### src/rtl/ptal_pkg.sv
package ptal_pkg;

  localparam int unsigned GROUPS_PER_CELL = 2;
  localparam int unsigned ROUTE_W         = 2;

  typedef enum logic [1:0] {
    RT_KEEP    = 2'b00,
    RT_TO_NEXT = 2'b01,
    RT_TO_PREV = 2'b10,
    RT_PARK    = 2'b11
  } pt_route_e;

  // next neighbour of local index loc in a ring of n cells
  function automatic int unsigned ring_next(int unsigned loc, int unsigned n, bit folded);
    int unsigned h;
    h = n / 2;
    if (!folded) return (loc == n - 1) ? 0 : loc + 1;
    if (loc < h) return (loc == 0) ? h : loc - 1;
    return (loc == n - 1) ? h - 1 : loc + 1;
  endfunction

  // previous neighbour, inverse of ring_next
  function automatic int unsigned ring_prev(int unsigned loc, int unsigned n, bit folded);
    int unsigned h;
    h = n / 2;
    if (!folded) return (loc == 0) ? n - 1 : loc - 1;
    if (loc == h) return 0;
    if (loc < h) return (loc == h - 1) ? n - 1 : loc + 1;
    return loc - 1;
  endfunction

endpackage

### src/rtl/ptal_cell_route.sv
module ptal_cell_route
  import ptal_pkg::*;
#(
  parameter int unsigned GROUP_W = 4,
  localparam int unsigned PT_W   = GROUPS_PER_CELL * GROUP_W,
  localparam int unsigned CFG_W  = GROUPS_PER_CELL * ROUTE_W
) (
  input  logic [PT_W-1:0]  pt_i,
  input  logic [CFG_W-1:0] cfg_i,
  output logic             own_o,
  output logic             to_next_o,
  output logic             to_prev_o
);

  logic [GROUPS_PER_CELL-1:0] grp_any;
  pt_route_e                  route [GROUPS_PER_CELL];

  for (genvar g = 0; g < GROUPS_PER_CELL; g++) begin : g_any
    assign grp_any[g] = |pt_i[g*GROUP_W +: GROUP_W];
  end

  // group 0 wins a contested lending direction; group 1 falls back to keep
  always_comb begin
    route[0] = pt_route_e'(cfg_i[0 +: ROUTE_W]);
    route[1] = pt_route_e'(cfg_i[ROUTE_W +: ROUTE_W]);
    if ((route[1] == route[0]) && ((route[0] == RT_TO_NEXT) || (route[0] == RT_TO_PREV)))
      route[1] = RT_KEEP;
  end

  always_comb begin
    own_o     = 1'b0;
    to_next_o = 1'b0;
    to_prev_o = 1'b0;
    for (int g = 0; g < GROUPS_PER_CELL; g++) begin
      unique case (route[g])
        RT_KEEP:    own_o     = own_o     | grp_any[g];
        RT_TO_NEXT: to_next_o = to_next_o | grp_any[g];
        RT_TO_PREV: to_prev_o = to_prev_o | grp_any[g];
        default:    ;
      endcase
    end
  end

endmodule

### src/rtl/ptal_ring.sv
module ptal_ring
  import ptal_pkg::*;
#(
  parameter int unsigned CELLS   = 12,
  parameter bit          FOLDED  = 1'b1,
  parameter int unsigned GROUP_W = 4,
  localparam int unsigned PT_W   = GROUPS_PER_CELL * GROUP_W,
  localparam int unsigned CFG_W  = GROUPS_PER_CELL * ROUTE_W
) (
  input  logic [CELLS*PT_W-1:0]  pt_i,
  input  logic [CELLS*CFG_W-1:0] cfg_i,
  output logic [CELLS-1:0]       sum_o
);

  logic [CELLS-1:0] own;
  logic [CELLS-1:0] to_next;
  logic [CELLS-1:0] to_prev;

  for (genvar c = 0; c < CELLS; c++) begin : g_cell
    localparam int unsigned NXT = ring_next(c, CELLS, FOLDED);
    localparam int unsigned PRV = ring_prev(c, CELLS, FOLDED);

    ptal_cell_route #(.GROUP_W(GROUP_W)) u_route (
      .pt_i      (pt_i[c*PT_W +: PT_W]),
      .cfg_i     (cfg_i[c*CFG_W +: CFG_W]),
      .own_o     (own[c]),
      .to_next_o (to_next[c]),
      .to_prev_o (to_prev[c])
    );

    // what the previous cell sends forward and the next cell sends back
    assign sum_o[c] = own[c] | to_next[PRV] | to_prev[NXT];
  end

endmodule

### src/rtl/ptal_alloc_ring.sv
module ptal_alloc_ring
  import ptal_pkg::*;
#(
  parameter int unsigned RING_CELLS = 12,
  parameter bit          FOLDED     = 1'b1,
  parameter int unsigned GROUP_W    = 4,
  parameter int unsigned NUM_RINGS  = 2
) (
  input  logic                                                   clk_i,
  input  logic                                                   rst_ni,
  input  logic [NUM_RINGS*RING_CELLS*GROUPS_PER_CELL*GROUP_W-1:0] pt_i,
  input  logic [NUM_RINGS*RING_CELLS*GROUPS_PER_CELL*ROUTE_W-1:0] cfg_i,
  output logic [NUM_RINGS*RING_CELLS-1:0]                        sum_o
);

  localparam int unsigned CELLS     = NUM_RINGS * RING_CELLS;
  localparam int unsigned PT_RING   = RING_CELLS * GROUPS_PER_CELL * GROUP_W;
  localparam int unsigned CFG_RING  = RING_CELLS * GROUPS_PER_CELL * ROUTE_W;

  logic [CELLS-1:0] sum_d;
  logic [CELLS-1:0] sum_q;

  for (genvar r = 0; r < NUM_RINGS; r++) begin : g_ring
    ptal_ring #(
      .CELLS   (RING_CELLS),
      .FOLDED  (FOLDED),
      .GROUP_W (GROUP_W)
    ) u_ring (
      .pt_i  (pt_i[r*PT_RING +: PT_RING]),
      .cfg_i (cfg_i[r*CFG_RING +: CFG_RING]),
      .sum_o (sum_d[r*RING_CELLS +: RING_CELLS])
    );
  end

  always_ff @(posedge clk_i or negedge rst_ni) begin
    if (!rst_ni) sum_q <= '0;
    else         sum_q <= sum_d;
  end

  assign sum_o = sum_q;

endmodule

### config.mk
export PLATFORM = sky130hd
export DESIGN_NAME = ptal_alloc_ring
export DESIGN_NICKNAME = d
export VERILOG_FILES = /design/src/rtl/ptal_pkg.sv /design/src/rtl/ptal_cell_route.sv /design/src/rtl/ptal_ring.sv /design/src/rtl/ptal_alloc_ring.sv
export SDC_FILE = /design/constraint.sdc
export NUM_CORES = 1
export LEC_CHECK = 0
export CAP_MARGIN = 40
export CELL_PAD_IN_SITES_DETAIL_PLACEMENT = 1
export CELL_PAD_IN_SITES_GLOBAL_PLACEMENT = 1
export CORE_UTILIZATION = 25
export CTS_BUF_LIST = sky130_fd_sc_hd__clkbuf_8
export DETAILED_ROUTE_END_ITERATION = 10
export PLACE_DENSITY = 0.84
export SLEW_MARGIN = 20
export SYNTH_ARGS = -nofsm -noshare
export SYNTH_HDL_FRONTEND = slang
export SYNTH_HIERARCHICAL = 1
export SYNTH_SLANG_ARGS = --single-unit
### constraint.sdc
create_clock -name clk_i -period 0.8 [get_ports clk_i]
set_clock_uncertainty 0.05 [all_clocks]
set_input_delay 0.16 -clock clk_i [delete_from_list [all_inputs] [get_ports clk_i]]
set_output_delay 0.16 -clock clk_i [all_outputs]
set_load 0.05 [all_outputs]
Yosys cells after proc, flatten, opt, wreduce, memory -nomap -nowiden
Cells that the tools add are included.

cells by class
  eq/ne operators = 120
  mux-type cells = 168
  bitwise gates (word level) = 120
  reduce and logical (&&, ||, !) cells = 144

operators with widths
  kind                  count
  $reduce_or A4 Y1      48
  $mux W1               144
  $or A1 B1 Y1          120
  $eq A2 B1 Y1 const B  48
  $eq A2 B2 Y1 const B  48
  $logic_not A2 Y1      48
  $eq A2 B2 Y1          24
  $mux W2               24
  $logic_and A1 B1 Y1   24
  $logic_or A1 B1 Y1    24

word-level totals
  register bits after elaboration = 24
  output and inout port bits = 24
  logic and storage cells = 553

Depth between registers and ports, before layout
Gate-level depths: netlist (run 1).

  depth after elaboration = 8
  gate-level depth with buffers = 6
  gate-level depth less buffers = 6

Cells and area by module
The synthesis (run 1) kept the hierarchy.

modules (own cells, without submodules)
  module           times used  cells an instance  area each (µm²)
  ptal_cell_route  24          19                 155.1
  ptal_alloc_ring  1           24                 600.6
  ptal_ring        2           12                 75.1

Worst setup path after synthesis (run 1)
OpenSTA, ideal clock, no wires.

  path type = in2reg
  start point = input port cfg_i[4]
  end point = register sum_q[0] (netlist: sum_o[0])
  setup time = 0.131 ns
  arrival time = 1.313 ns
  slack = -0.694 ns
  stages = 6
  path buffers = 0
  path through = inv_1 -> ha_1 -> nand2_1 -> o21ba_2 -> a32o_1 -> or3_1

on the way
  cells in the longest elaborated chain, start to end = 8

RTL lines
  element                                       line                                          text
  start: declaration                            ptal_alloc_ring.sv:12                         input logic [NUM_RINGS*RING_CELLS*GROUPS_PER_CELL*ROUTE_W-1:0] cfg_i,
  $eq A2 B1 Y1 or $eq A2 B2 Y1 (tied branches)  ptal_cell_route.sv:26, ptal_cell_route.sv:35
  $logic_or A1 B1 Y1                            ptal_cell_route.sv:26                         if ((route[1] == route[0]) && ((route[0] == RT_TO_NEXT) || (route[0] == RT_TO_PREV)))
  $logic_and A1 B1 Y1                           ptal_cell_route.sv:26
  $mux W2                                       ptal_cell_route.sv:26
  $eq A2 B1 Y1                                  ptal_cell_route.sv:35                         unique case (route[g])
  $mux W1 *                                     ptal_cell_route.sv:35
  via g_ring[0].u_ring.to_next[1]               ptal_ring.sv:16                               logic [CELLS-1:0] to_next;
  $or A1 B1 Y1 * (2 in series)                  ptal_ring.sv:32                               assign sum_o[c] = own[c] | to_next[PRV] | to_prev[NXT];
  via sum_d[0]                                  ptal_alloc_ring.sv:20                         logic [CELLS-1:0] sum_d;
  end signal: assignment                        ptal_alloc_ring.sv:37                         else sum_q <= sum_d;
  end: declaration                              ptal_alloc_ring.sv:21                         logic [CELLS-1:0] sum_q;

The timed path passes the listed nets; every way through them passes the cells marked *.

Worst setup path in the final report (run 1)
  start point = input port cfg_i[37]
  end point = register sum_q[10] (netlist: sum_o[10])

The elaborated chain is that of the path after synthesis.

==> parameters.txt, run 1 <==
Parameter                              Value

Final layout
  Area taken by flip-flops and latches ... 601 um^2
  Commonest cells after routing, fill and taps aside ... 161 x buf_4, 108 x buf_2, 66 x buf_6
  Max reg flops ... 24
  Fin area ... 10,700 um^2
  Area of the multi-input gates ... 5200 um^2
  Most common library cell in the layout ignoring fill and taps ... buf_4
  Post-layout util ... 61.3%
  Fraction of final layout cells with drive strength greater than 1 ... 71.9%
  Post-synthesis to final-layout area growth ... 139%
  Number of nets at the end of the flow ... 1,357
  Fill cell count ... 1,864
  Filler-free cell count of the finished design ... between 1,000 and 1,500

Status
  Failing checks ... setup timing
  Run status ... complete, but fails checks

Floorplan
  Die Width ... ~140 um
  I/O pin count ... 314
  Row cnt ... 48
  Vertical die dimension ... roughly 140 um
  Total die area ... 18,400 um^2
  Starting utilization of the core area ... 25.7%
  CORE AREA ... 17,400 um^2

CTS
  Number of buffers inserted during clock tree synthesis ... 3
  H-Tree Depth ... 1
  Clock transition at path regs ... 0.12 ns
  Clock Path Buffers ... 2
  CTS Sinks ... 24
  Clock root buffer master ... clkbuf_8
  Clock tree from TritonCTS ... done

Route
  DR WL/cell ... 21.5 um
  DR DRC count ... 0
  1st-pass router iterations ... 4
  DRT antenna net count ... 0
  Via count ... 6,312
  DRT iter0 DRCs ... 224
  Wire length reported by the detailed router ... 26.3 mm
  Post-detailed-route via-to-cell ratio ... around 5.2

Global routing
  Number of antenna violations at the first check in global routing ... 2
  Wire length of the first global-routing pass ... 38.9 mm
  Total congestion overflow after global routing ... 0
  Total track usage ... 27.4%
  Maximum number of pins on one net before global-route repair ... 25
  Vias in the first global route ... 7,399

Timing
  Post-route fraction of the period consumed by the critical path ... 166%
  Highest clock rate ... 752 MHz
  RSZ-0062 raised after global routing ... yes
  Number of endpoints with negative hold slack in the final report ... 0
  Setup violators final ... 48
  Worst setup slack after layout ... -0.530 ns
  Max-slew violations ... 0
  Relative slew slack ... 73.4%
  Final total negative setup slack ... -18.78 ns
  Worst-Margin Slew ... between 0.3 and 0.4 ns
  Min cycle time layout ... 1.33 ns

Pwr
  Worst supply voltage drop on vdd ... 642 uV
  LEAKAGE ... 4.90 nW
  Power density of the placed cells ... 862 nW/um^2

Critical path
  Worst setup path class ... in2reg
  Crit path required time ... roughly 0.93 ns
  Data arrival at the endpoint of the critical path ... approximately 1.5 ns
  Worst Setup Start Kind ... input pin
  Critical path endpoint category ... register
  Maximum net fanout on the critical path ... 4

Place
  HPWL after detailed placement ... 18.9 mm
  # placed instances ... 1,182
  Post-Place Setup Slack ... -1.34 ns
  Port-buffer cells ... 313
  Gp weighted congestion ... 0.844
  Placement Cell Area ... 9490 um^2

Synthesis
  Flops & latches, synth ... 24
  Instance count of the mapped netlist ... between 500 and 600
  Post-synthesis area per instance ... 8.88 um^2
  Mapped Area ... 4470 um^2
  Post-Syn Nets ... ~870
  Distinct cells, synth ... 16
  Part of the Yosys area used for sequential elements ... 13.4%
  Number of warnings printed during yosys synthesis ... 6

Flow run
  Number of max-cap violations ... 0

Min path
  Worst hold path class ... in2reg
==> synthesized netlist by cell type (all sizes together) <==
| master | instances | area (um^2) |
|---|---|---|
| or3 | 24 | 150 |
| a211oi | 24 | 180 |
| nand2 | 24 | 90.1 |
| a21boi | 24 | 180 |
| nand3 | 24 | 120 |
| inv | 72 | 270 |
| xnor2 | 24 | 210 |
| or4 | 24 | 270 |
| ha | 72 | 901 |
| xor2 | 24 | 210 |
| dfrtp | 24 | 601 |
| o21ba | 24 | 240 |
| a32o | 48 | 480 |
| a22o | 24 | 210 |
| a31o | 24 | 210 |
| nor4 | 24 | 150 |
==> metrics by stage <==
stage / power, mW / hold WS, ns
6_report: 9.21 / 0.240
5_1_grt: 9.62 / 0.251
4_1_cts: 8.82 / 0.229
3_5_place_dp: 7.12 / 0.0855
3_3_place_gp: 6.90 / 0.0749
2_1_floorplan: 3.63 / -0.186
==> kinds of logic after synthesis <==
kind of cell	after synthesis	share of synthesized area [%]
AOI/OAI and AO/OA	168	33.6
and+or+nand+nor	120	17.4
buffers and inverters	72	6.04
adders and majority gates	72	20.1
xor gates and xnor gates	48	9.40
DFF	24	13.4
==> what timing repair did <==
action	4_1_cts	5_1_grt
setup buffers	30	2
endpoints found under the hold margin	24	0
resized for setup	1087	133
hold buffers	1	0
pin swaps	214	88
setup endpoints to repair	48	48
==> final cells by class <==
type	instances	share of cell area, %
well taps	225	2.63
clock inverters	1	0.281
inverters	72	3.07
flip-flops and latches	24	5.62
clock buffers	3	0.386
multi-input cells	408	48.7
repair buffers	486	39.3
diodes	1	0.0234
==> worst paths after layout <==
kind	start	endpoint	slack (ns)	depth (start not counted)
worst min-delay path	pt_i[57]	sum_o[6]$_DFF_PN0_	0.24	4
worst max-delay path	cfg_i[37]	sum_o[10]$_DFF_PN0_	-0.53	7
min in group asynchronous	rst_ni	sum_o[3]$_DFF_PN0_	0.30	3
max in group asynchronous	rst_ni	sum_o[18]$_DFF_PN0_	0.21	3
==> metal layers <==
layer	share of wire, %	GRT usage (%)	up-vias
li1	-	-	2916
met1	34	25.6	3024
met2	55	55.0	294
met3	7.2	6.47	76
met4	4.1	13.0	2
met5	0.068	0	-
==> power by group <==
group	total [mW]	internal, mW	switching [mW]
registers	1.49	1.35	0.137
clock network	1.24	0.673	0.565
logic	6.48	3.55	2.93
total	9.21	5.57	3.64
==> critical path, cell delays in order <==
cell and delay (ns):
buf_2 0.11, inv_2 0.06, ha_4 0.29, nand2_2 0.05, o21ba_4 0.18, a32o_2 0.27
or3_4 0.34
No activity file was read; power rests on OpenSTA's default activity.
==> run 2: changes to the inputs <==
RECOVER_POWER = 100   (was unset)
==> run 2 against run 1 <==
Net effect: the run still ends with setup timing left; sequential power barely moved; total power is essentially flat; critical path depth stayed put; count of clock-buffer cells in the layout stayed put; utilization decreased by 0.050 points; via count did not move.
==> parameters.txt, run 2 (synthesized netlist as in run 1, its figures left out) <==
Parameter                              Value

Route
  DR DRC count ... 0 (unchanged)
  DRT antenna net count ... 0 (unchanged)
  Post-detailed-route via-to-cell ratio ... 5.17 (unchanged)
  DR WL/cell ... 21.5 um (unchanged)
  Wire length reported by the detailed router ... 26.3 mm (unchanged)
  DRT iter0 DRCs ... 224 (unchanged)
  1st-pass router iterations ... 4 (unchanged)
  Via count ... 6,312 (unchanged)

Final layout
  Fin area ... 10,700 um^2 (about the same)
  Commonest cells after routing, fill and taps aside ... 161 x buf_4, 108 x buf_2, 67 x buf_6 (was 161 x buf_4, 108 x buf_2, 66 x buf_6)
  Number of nets at the end of the flow ... 1,357 (unchanged)
  Area taken by flip-flops and latches ... 601 um^2 (unchanged)
  Post-layout util ... 61.3% (about the same)
  Max reg flops ... 24 (unchanged)
  Fraction of final layout cells with drive strength greater than 1 ... 71.9% (unchanged)
  Area of the multi-input gates ... 5200 um^2 (unchanged)
  Fill cell count ... 1,865 (was 1,864)
  Post-synthesis to final-layout area growth ... 139% (about the same)
  Most common library cell in the layout ignoring fill and taps ... buf_4 (unchanged)
  Filler-free cell count of the finished design ... 1,220 (unchanged)

Critical path
  Worst setup path endpoint ... sum_o[10]$_DFF_PN0_ (unchanged)
  Data arrival at the endpoint of the critical path ... 1.46 ns (about the same)
  Critical path endpoint category ... register (unchanged)
  Crit path required time ... 0.93 ns (about the same)
  Maximum net fanout on the critical path ... 4 (unchanged)
  Launch point of the critical path ... cfg_i[37] (unchanged)
  Worst setup path class ... in2reg (unchanged)
  Worst Setup Start Kind ... input pin (unchanged)

Global routing
  Vias in the first global route ... 7,399 (unchanged)
  Total track usage ... 27.4% (unchanged)
  Wire length of the first global-routing pass ... 38.9 mm (unchanged)
  Number of antenna violations at the first check in global routing ... 2 (unchanged)
  Total congestion overflow after global routing ... 0 (unchanged)
  Maximum number of pins on one net before global-route repair ... 25 (unchanged)

CTS
  H-Tree Depth ... 1 (unchanged)
  Clock transition at path regs ... 0.12 ns (about the same)
  CTS Sinks ... 24 (unchanged)
  Number of buffers inserted during clock tree synthesis ... 3 (unchanged)
  Clock root buffer master ... clkbuf_8 (unchanged)
  Clock tree from TritonCTS ... done (unchanged)
  Clock Path Buffers ... 2 (unchanged)

Place
  # placed instances ... 1,182 (unchanged)
  HPWL after detailed placement ... 18.9 mm (unchanged)
  Gp weighted congestion ... 0.844 (unchanged)
  Post-Place Setup Slack ... -1.34 ns (unchanged)
  Placement Cell Area ... 9490 um^2 (unchanged)
  Port-buffer cells ... 313 (unchanged)

Timing
  Highest clock rate ... 752 MHz (unchanged)
  Min cycle time layout ... 1.33 ns (unchanged)
  Worst-Margin Slew ... 0.397 ns (unchanged)
  Worst setup slack after layout ... -0.530 ns (unchanged)
  Relative slew slack ... 73.4% (unchanged)
  RSZ-0062 raised after global routing ... yes (unchanged)
  Final total negative setup slack ... -18.78 ns (about the same)
  Smallest hold slack ... 0.240 ns (unchanged)
  Max-slew violations ... 0 (unchanged)
  Number of endpoints with negative hold slack in the final report ... 0 (unchanged)
  Setup violators final ... 48 (unchanged)
  Post-route fraction of the period consumed by the critical path ... 166% (unchanged)

Floorplan
  Row cnt ... 48 (unchanged)
  Vertical die dimension ... 136 um (unchanged)
  Die Width ... 136 um (unchanged)
  Starting utilization of the core area ... 25.7% (unchanged)
  CORE AREA ... 17,400 um^2 (unchanged)
  Total die area ... 18,400 um^2 (unchanged)
  I/O pin count ... 314 (unchanged)

Pwr
  Power density of the placed cells ... 862 nW/um^2 (about the same)
  LEAKAGE ... 4.89 nW (was 4.90 nW)
  Total power ... 9.20 mW (was 9.21 mW)
  Worst supply voltage drop on vdd ... 642 uV (about the same)

Status
  Failing checks ... setup timing (unchanged)
  Run status ... complete, but fails checks (unchanged)

Min path
  Worst hold path class ... in2reg (unchanged)

Flow run
  Number of max-cap violations ... 0 (unchanged)
run 2: cell count changes in the layout (fill, tap and decap cells not counted):
cell | before | now
buf_12 | 25 | 24
buf_6 | 66 | 67
run 2: layout make-up:
cell class / count / area share [%]
multi-input cells: 408 / 48.7
clock inverters: 1 / 0.281
clock buffers: 3 / 0.387
well taps: 225 / 2.64
repair buffers: 486 / 39.3
inverters: 72 / 3.07
flip-flops and latches: 24 / 5.63
diodes: 1 / 0.0234
run 2: metal layers:
layer  part of all wire, %  track usage (%)  wire length (um)
met4                   4.1             13.0              1070
met3                   7.2             6.47              1890
met5                 0.068                0                18
met1                    34             25.6              8920
met2                    55             55.0             14400
run 2: worst min path at each step:
| stage | from | end | slack (ns) | cells past startpoint |
|---|---|---|---|---|
| 6_report | pt_i[57] | sum_o[6]$_DFF_PN0_ | 0.24 | 4 |
| 5_1_grt | pt_i[16] | sum_o[3]$_DFF_PN0_ | 0.25 | 4 |
| 4_1_cts | pt_i[160] | sum_o[19]$_DFF_PN0_ | 0.23 | 4 |
| 3_5_place_dp | rst_ni | sum_o[3]$_DFF_PN0_ | 0.09 | 2 |
| 3_3_place_gp | rst_ni | sum_o[3]$_DFF_PN0_ | 0.07 | 2 |
| 2_1_floorplan | rst_ni | sum_o[0]$_DFF_PN0_ | -0.19 | 0 |
run 2: where the power goes:
part / internal (mW) / switching, mW
sequential: 1.35 / 0.137
clock: 0.673 / 0.565
combinational: 3.54 / 2.93
total: 5.57 / 3.63
run 2: worst max-delay path, stage by stage:
cell and delay (ns):
buf_2 0.11, inv_2 0.06, ha_4 0.29, nand2_2 0.05, o21ba_4 0.18, a32o_2 0.27
or3_4 0.34
run 2: what timing repair did:
action,CTS,global route
pin swaps,214,88
hold buffers,1,0
buffers inserted,30,2
endpoints found under the hold margin,24,0
setup endpoints to repair,48,48
gates resized for setup,1087,133
==> run 3: changes to the inputs <==
CTS_CLUSTER_DIAMETER = 50   (was unset)
==> results of run 3 <==
No change in the layout: final DEF, timing and power equal those of run 2.
